File: config.mk
export PLATFORM = sky130hd
export DESIGN_NAME = dual_level_irq_ctrl
export DESIGN_NICKNAME = d
export VERILOG_FILES = /design/src/rtl/irq_pkg.sv /design/src/rtl/irq_ext_line.sv /design/src/rtl/irq_evt_flag.sv /design/src/rtl/irq_pick.sv /design/src/rtl/irq_nest.sv /design/src/rtl/dual_level_irq_ctrl.sv
export SDC_FILE = /design/constraint.sdc
export NUM_CORES = 1
export LEC_CHECK = 0
export BUFFER_PORTS_ARGS = -buffer_cell sky130_fd_sc_hd__buf_2
export CAP_MARGIN = 25
export CORE_UTILIZATION = 35
export DETAILED_ROUTE_END_ITERATION = 6
export GPL_TIMING_DRIVEN = 0
export PLACE_DENSITY_LB_ADDON = 0.05
export SYNTH_ARGS = -nofsm -noshare
export SYNTH_HDL_FRONTEND = slang
export SYNTH_SLANG_ARGS = --single-unit
File: constraint.sdc
create_clock -name clk -period 2.4 [get_ports clk]
set_input_delay 0.48 -clock clk [delete_from_list [all_inputs] [get_ports clk]]
set_output_delay 0.48 -clock clk [all_outputs]
set_load 0.005 [all_outputs]
File: src/rtl/irq_pkg.sv
package irq_pkg;

    localparam int NSRC   = 5;
    localparam int NEXT   = 2;
    localparam int NTMR   = 2;
    localparam int IDX_W  = $clog2(NSRC);
    localparam int ADDR_W = 16;

    localparam logic [ADDR_W-1:0] VEC_BASE = 16'h0003;
    localparam logic [ADDR_W-1:0] VEC_STEP = 16'h0008;

    // Polling order: index 0 is polled first.
    localparam logic [IDX_W-1:0] SRC_EXT0 = 3'd0;
    localparam logic [IDX_W-1:0] SRC_TMR0 = 3'd1;
    localparam logic [IDX_W-1:0] SRC_EXT1 = 3'd2;
    localparam logic [IDX_W-1:0] SRC_TMR1 = 3'd3;
    localparam logic [IDX_W-1:0] SRC_SER  = 3'd4;

    typedef struct packed {
        logic              ack;
        logic              high;
        logic [ADDR_W-1:0] vector;
    } take_out_t;

    function automatic logic [ADDR_W-1:0] vec_of(input logic [IDX_W-1:0] idx);
        logic [ADDR_W-1:0] wide;
        wide = {{(ADDR_W-IDX_W){1'b0}}, idx};
        return VEC_BASE + wide * VEC_STEP;
    endfunction

endpackage

File: src/rtl/irq_ext_line.sv
module irq_ext_line (
    input  logic clk,
    input  logic rst_n,
    input  logic line_n,
    input  logic edge_mode,
    input  logic clr,
    output logic req,
    output logic flag
);
    typedef struct packed {
        logic line_prev;
        logic flag;
    } state_t;

    state_t st_d, st_q;

    always_comb begin
        st_d           = st_q;
        st_d.line_prev = line_n;
        if (!edge_mode) begin
            st_d.flag = 1'b0;
        end else if (st_q.line_prev && !line_n) begin
            st_d.flag = 1'b1;
        end else if (clr) begin
            st_d.flag = 1'b0;
        end
    end

    always_ff @(posedge clk or negedge rst_n) begin
        if (!rst_n) begin
            st_q <= '{line_prev: 1'b1, flag: 1'b0};
        end else begin
            st_q <= st_d;
        end
    end

    assign flag = st_q.flag;
    assign req  = edge_mode ? st_q.flag : !line_n;

    // a sampled falling edge in edge mode leaves the flag set
    assert_edge_sets_flag_R7: assert property (@(posedge clk) disable iff (!rst_n)
        (edge_mode && $fell(line_n)) |=> flag);

    // level mode never holds a flag
    assert_level_no_flag_R7: assert property (@(posedge clk) disable iff (!rst_n)
        (!edge_mode) |=> (!flag || $past(edge_mode) == 1'b0 && edge_mode));

endmodule

File: src/rtl/irq_evt_flag.sv
module irq_evt_flag (
    input  logic clk,
    input  logic rst_n,
    input  logic set,
    input  logic clr,
    output logic flag
);
    logic flag_d, flag_q;

    always_comb begin
        flag_d = flag_q;
        if (set) begin
            flag_d = 1'b1;
        end else if (clr) begin
            flag_d = 1'b0;
        end
    end

    always_ff @(posedge clk or negedge rst_n) begin
        if (!rst_n) begin
            flag_q <= 1'b0;
        end else begin
            flag_q <= flag_d;
        end
    end

    assign flag = flag_q;

    // an overflow pulse is never lost
    assert_set_latches_R8: assert property (@(posedge clk) disable iff (!rst_n)
        set |=> flag);

    // without a clear the flag holds
    assert_flag_holds_R8: assert property (@(posedge clk) disable iff (!rst_n)
        (flag && !clr) |=> flag);

endmodule

File: src/rtl/irq_pick.sv
module irq_pick
    import irq_pkg::*;
(
    input  logic [NSRC-1:0]  req_en,
    input  logic [NSRC-1:0]  src_hi,
    input  logic [1:0]       in_service,
    output logic             take,
    output logic             take_high,
    output logic [IDX_W-1:0] take_idx
);
    logic [NSRC-1:0]  hi_req, lo_req;
    logic             hi_any, lo_any;
    logic [IDX_W-1:0] hi_idx, lo_idx;

    assign hi_req = req_en & src_hi;
    assign lo_req = req_en & ~src_hi;

    // Scan from the last source back so the lowest index is kept.
    always_comb begin
        hi_any = 1'b0;
        lo_any = 1'b0;
        hi_idx = '0;
        lo_idx = '0;
        for (int i = NSRC - 1; i >= 0; i--) begin
            if (hi_req[i]) begin
                hi_any = 1'b1;
                hi_idx = IDX_W'(i);
            end
            if (lo_req[i]) begin
                lo_any = 1'b1;
                lo_idx = IDX_W'(i);
            end
        end
    end

    always_comb begin
        take      = 1'b0;
        take_high = 1'b0;
        take_idx  = '0;
        if (!in_service[1]) begin
            if (hi_any) begin
                take      = 1'b1;
                take_high = 1'b1;
                take_idx  = hi_idx;
            end else if (lo_any && !in_service[0]) begin
                take      = 1'b1;
                take_idx  = lo_idx;
            end
        end
    end

    // a taken low source means no enabled high request existed
    assert_high_first_R4: assert final (!(take && !take_high) || hi_req == '0);

endmodule

File: src/rtl/irq_nest.sv
module irq_nest (
    input  logic       clk,
    input  logic       rst_n,
    input  logic       take,
    input  logic       take_high,
    input  logic       reti,
    output logic [1:0] in_service
);
    logic [1:0] ins_d, ins_q;

    always_comb begin
        ins_d = ins_q;
        if (reti) begin
            if (ins_q[1]) begin
                ins_d[1] = 1'b0;
            end else begin
                ins_d[0] = 1'b0;
            end
        end
        if (take) begin
            ins_d[take_high ? 1 : 0] = 1'b1;
        end
    end

    always_ff @(posedge clk or negedge rst_n) begin
        if (!rst_n) begin
            ins_q <= '0;
        end else begin
            ins_q <= ins_d;
        end
    end

    assign in_service = ins_q;

    // a return with the high level open and no new take drops it
    assert_reti_high_R10: assert property (@(posedge clk) disable iff (!rst_n)
        (reti && in_service[1] && !take) |=> !in_service[1]);

    // a return while only low is open closes low
    assert_reti_low_R10: assert property (@(posedge clk) disable iff (!rst_n)
        (reti && in_service == 2'b01 && !take) |=> in_service == 2'b00);

endmodule

File: src/rtl/dual_level_irq_ctrl.sv
module dual_level_irq_ctrl
    import irq_pkg::*;
(
    input  logic              clk,
    input  logic              rst_n,
    input  logic [NEXT-1:0]   ext_n,
    input  logic [NEXT-1:0]   ext_edge_mode,
    input  logic [NTMR-1:0]   tmr_ovf,
    input  logic              ser_rx_flag,
    input  logic              ser_tx_flag,
    input  logic              glb_en,
    input  logic [NSRC-1:0]   src_en,
    input  logic [NSRC-1:0]   src_hi,
    input  logic              reti,
    output logic              irq_ack,
    output logic [ADDR_W-1:0] irq_vector,
    output logic              irq_high,
    output logic [NEXT-1:0]   ext_flag,
    output logic [NTMR-1:0]   tmr_flag,
    output logic [1:0]        in_service
);
    localparam logic [IDX_W-1:0] EXT_IDX [NEXT] = '{SRC_EXT0, SRC_EXT1};
    localparam logic [IDX_W-1:0] TMR_IDX [NTMR] = '{SRC_TMR0, SRC_TMR1};

    logic [NEXT-1:0]  ext_req;
    logic [NSRC-1:0]  raw_req, req_en;
    logic             take, take_high;
    logic [IDX_W-1:0] take_idx;

    take_out_t out_d, out_q;

    for (genvar e = 0; e < NEXT; e++) begin : g_ext
        irq_ext_line u_line (
            .clk       (clk),
            .rst_n     (rst_n),
            .line_n    (ext_n[e]),
            .edge_mode (ext_edge_mode[e]),
            .clr       (take && take_idx == EXT_IDX[e]),
            .req       (ext_req[e]),
            .flag      (ext_flag[e])
        );
        assign raw_req[EXT_IDX[e]] = ext_req[e];
    end

    for (genvar t = 0; t < NTMR; t++) begin : g_tmr
        irq_evt_flag u_flag (
            .clk   (clk),
            .rst_n (rst_n),
            .set   (tmr_ovf[t]),
            .clr   (take && take_idx == TMR_IDX[t]),
            .flag  (tmr_flag[t])
        );
        assign raw_req[TMR_IDX[t]] = tmr_flag[t];
    end

    assign raw_req[SRC_SER] = ser_rx_flag | ser_tx_flag;
    assign req_en           = raw_req & src_en & {NSRC{glb_en}};

    irq_pick u_pick (
        .req_en     (req_en),
        .src_hi     (src_hi),
        .in_service (in_service),
        .take       (take),
        .take_high  (take_high),
        .take_idx   (take_idx)
    );

    irq_nest u_nest (
        .clk        (clk),
        .rst_n      (rst_n),
        .take       (take),
        .take_high  (take_high),
        .reti       (reti),
        .in_service (in_service)
    );

    always_comb begin
        out_d     = out_q;
        out_d.ack = take;
        if (take) begin
            out_d.high   = take_high;
            out_d.vector = vec_of(take_idx);
        end
    end

    always_ff @(posedge clk or negedge rst_n) begin
        if (!rst_n) begin
            out_q <= '{ack: 1'b0, high: 1'b0, vector: '0};
        end else begin
            out_q <= out_d;
        end
    end

    assign irq_ack    = out_q.ack;
    assign irq_high   = out_q.high;
    assign irq_vector = out_q.vector;

    // the taken level is open in the acknowledge cycle
    assert_ack_opens_level_R11: assert property (@(posedge clk) disable iff (!rst_n)
        irq_ack |-> in_service[irq_high ? 1 : 0]);

    // a high acknowledge is isolated
    assert_high_ack_single_R11: assert property (@(posedge clk) disable iff (!rst_n)
        (irq_ack && irq_high) |=> !irq_ack);

    // nothing is taken while a high handler was open
    assert_no_preempt_high_R5: assert property (@(posedge clk) disable iff (!rst_n)
        irq_ack |-> !$past(in_service[1]));

    // a low take needs an idle nest
    assert_low_needs_idle_R6: assert property (@(posedge clk) disable iff (!rst_n)
        (irq_ack && !irq_high) |-> $past(in_service) == 2'b00);

    // vectors lie on the 8-byte grid starting at 3
    assert_vec_grid_R1: assert property (@(posedge clk) disable iff (!rst_n)
        irq_ack |-> (irq_vector[2:0] == 3'b011 && irq_vector <= 16'h0023));

endmodule

==> results.txt <==
Netlist Area Pre-Place -> 0.001008 sq mm
antenna violations before repair -> 0
residual antenna-violating net count after detailed routing -> 0
worst supply voltage drop on vdd -> 0.3976 mV
Final Max Tran Viols -> 0
status -> completed
Fin Clk Skew -> 0.4092 ps
clock period minus worst slack -> 1822 ps
post-synthesis to final-layout area growth -> 27.54%
area share of the largest cell type after synthesis -> 29.78%
total instance count after detailed placement -> 175
post-route worst hold slack -> 85.99 ps
CTS Buf Count -> 3
Power Density -> 650.9 mW/mm^2
Ant. Diodes -> 0
static leakage power -> 0.6428 nW
final clock period utilization by the worst path -> 75.91%
number of filler instances in the final layout -> 283
Port Buf Inserts -> 33
first drt pass iteration count -> 4
vias after detailed routing -> 835
Commonest cells post-synth -> sky130_fd_sc_hd__buf_4, sky130_fd_sc_hd__dfrtp_1, sky130_fd_sc_hd__nand2_1
via count normalized by instance count -> 4.665
setup tns final -> 0 ps
global router's overall resource usage -> 14.29%
DRC viols -> 0
CP required -> 2570 ps
clk sinks -> 14
Yosys warnings -> 0
deepest clock path buffer count -> 2
number of storage elements in the synthesis netlist -> 14
count of max-cap constraint violations -> 0
area inside the core boundary -> 0.002734 sq mm
portion of the post-synthesis area used by sequential elements -> 34.99%
final global-route overflow total -> 0
Util after Layout -> 47.05%
least setup slack across all paths after layout -> 578.1 ps
clock-pin slew on the worst setup and hold paths -> 80 ps
final HPWL from detailed placement -> 1745 um
share of post-route cells with drive strength above 1 -> 50.68%
first-pass GRT wire length -> 3484 um
pin count of the biggest net entering global routing -> 15
final weighted congestion in routability-driven placement -> 0.8230
DR iter-0 viols -> 12
Crit Path Category -> register to register
arrival time worst endpoint -> 1990 ps
CTS tree -> built
number of flops mapped to enable cells by yosys -> 0
IO Pins -> 46
Post-Route WL -> 2044 um
Worst Setup Slack post-DPL -> 283.7 ps
Final Net Count -> 171
Post-CTS Hold Buffers -> 0
kind of start point of the critical path -> register
number of cell rows -> 19
sort of element at the end of the critical path -> register
leading register cell type out of synthesis -> sky130_fd_sc_hd__dfrtp_1
register-to-register setup slack -> 580 ps
non-filler instance count after layout -> 179
Storage cell area -> 352.8 sq um
total of endpoints with negative setup slack in the final report -> 0
post-synthesis average cell area -> 9.985 sq um
cell taking the most area after synthesis -> sky130_fd_sc_hd__dfrtp_1
vias in the first global route -> 781
unique cell type count in the Yosys netlist -> 46
maximum level of the CTS H-tree -> 1
die extent in x -> 55.68 um
maximum fanout along the worst path -> 5
area taken by multi-input logic gates -> 539.3 sq um
leading cell types by total area after synthesis -> sky130_fd_sc_hd__dfrtp_1, sky130_fd_sc_hd__buf_4, sky130_fd_sc_hd__dfstp_2
setup bufs post-CTS -> 0
initial cell density of the core -> 36.89%
Gates resized, CTS repair -> 0
hold violation total from the final report -> 0
later-pin clock latency in the skew report -> 270 ps
Vert. Die Dim -> 55.68 um
die area -> 0.003100 sq mm
most common cell in the synthesized netlist -> sky130_fd_sc_hd__buf_4
share of synthesized flip-flops with an asynchronous set or reset -> 100.0%
class of the most critical hold timing path -> input port to asynchronous set/reset pin
unrepaired setup endpoints after global routing -> false
cell at the root of the clock tree -> sky130_fd_sc_hd__clkbuf_4
timing-limited maximum frequency -> 548.9 MHz
gate count of the mapped netlist -> 101
detail-routed net length per standard cell -> 11.42 um
-- sequential cells by signal (all words and copies together) (netlist names) --
signal and cells:
g_ext.u_line.flag 2, u_nest.in_service 2, g_ext.u_line.st_q 2, irq_high 1, g_tmr.u_flag.flag 2, irq_vector 4, irq_ack 1
-- metal layers --
metal | GRT usage, % | wire length, um | vias up
li1 | - | - | 434
met3 | 2.326 | 123 | 2
met2 | 23.92 | 940 | 35
met1 | 18.01 | 953 | 364
met4 | 6.429 | 27 | 0
met5 | 0 | 0 | -
-- placed cells by master, fill, tap and decap left out, types with 2 or more instances in the layout --
master / instances
sky130_fd_sc_hd__buf_2: 33
sky130_fd_sc_hd__buf_4: 16
sky130_fd_sc_hd__dfrtp_1: 12
sky130_fd_sc_hd__conb_1: 11
sky130_fd_sc_hd__nand2_1: 7
sky130_fd_sc_hd__o211ai_1: 6
sky130_fd_sc_hd__inv_1: 5
sky130_fd_sc_hd__nor2_1: 5
sky130_fd_sc_hd__o21ai_0: 3
sky130_fd_sc_hd__a21o_1: 3
sky130_fd_sc_hd__clkbuf_4: 3
sky130_fd_sc_hd__or2_4: 2
sky130_fd_sc_hd__nand3_1: 2
sky130_fd_sc_hd__a21oi_2: 2
sky130_fd_sc_hd__o21ai_1: 2
sky130_fd_sc_hd__nand3b_1: 2
sky130_fd_sc_hd__dfstp_2: 2
-- stage by stage --
step | power (W) | instance area (sq um)
after global placement | 0.0006757 | 1250
final | 0.0008373 | 1286
after floorplan | 0.0005576 | 1046
after CTS | 0.0008461 | 1286
after global routing | 0.0009022 | 1286
after detailed placement | 0.0006811 | 1250
-- critical path, stage by stage (launching register included) --
cell and delay [ps]:
sky130_fd_sc_hd__dfrtp_1 390, sky130_fd_sc_hd__nand2_1 200, sky130_fd_sc_hd__a21oi_4 120, sky130_fd_sc_hd__nor4_4 440
sky130_fd_sc_hd__a32o_2 310, sky130_fd_sc_hd__nand2_1 70, sky130_fd_sc_hd__a21o_1 180
-- area by class of cell --
class                   instances  area share [%]
multi-input cells              74           41.93
flip-flops and latches         14           27.43
repair buffers                 33           12.84
plain buffers                  17           10.21
well taps                      31           3.016
clock buffers                   4           2.821
inverters                       6           1.751
-- worst paths after layout --
check	from	to	cells after the start
min in group clk	ext_n[0]	g_ext[0].u_line.st_q[1]	1
worst max register to register	g_ext[1].u_line.flag	g_tmr[1].u_flag.flag	6
worst min-delay path	rst_n	irq_vector[4]	1
max in group asynchronous	rst_n	g_ext[0].u_line.st_q[1]	1
worst min register to register	irq_vector[4]	irq_vector[4]	1
worst max-delay path	g_ext[1].u_line.flag	g_tmr[1].u_flag.flag	6
-- kinds of logic after synthesis --
| logic type | synth area share, % |
|---|---|
| AOI/OAI and AO/OA | 27.05 |
| DFF | 34.99 |
| other | 0.3719 |
| and+or+nand+nor | 22.34 |
| buffers and inverters | 15.26 |
-- where the power goes --
group | switching [W] | internal [W] | total (W)
clock network | 0.0000722 | 0.0000921 | 0.000164
logic | 0.000162 | 0.000166 | 0.000328
registers | 0.0000474 | 0.000297 | 0.000345
total | 0.000282 | 0.000555 | 0.000837
No activity file was read; power rests on OpenSTA's default activity.
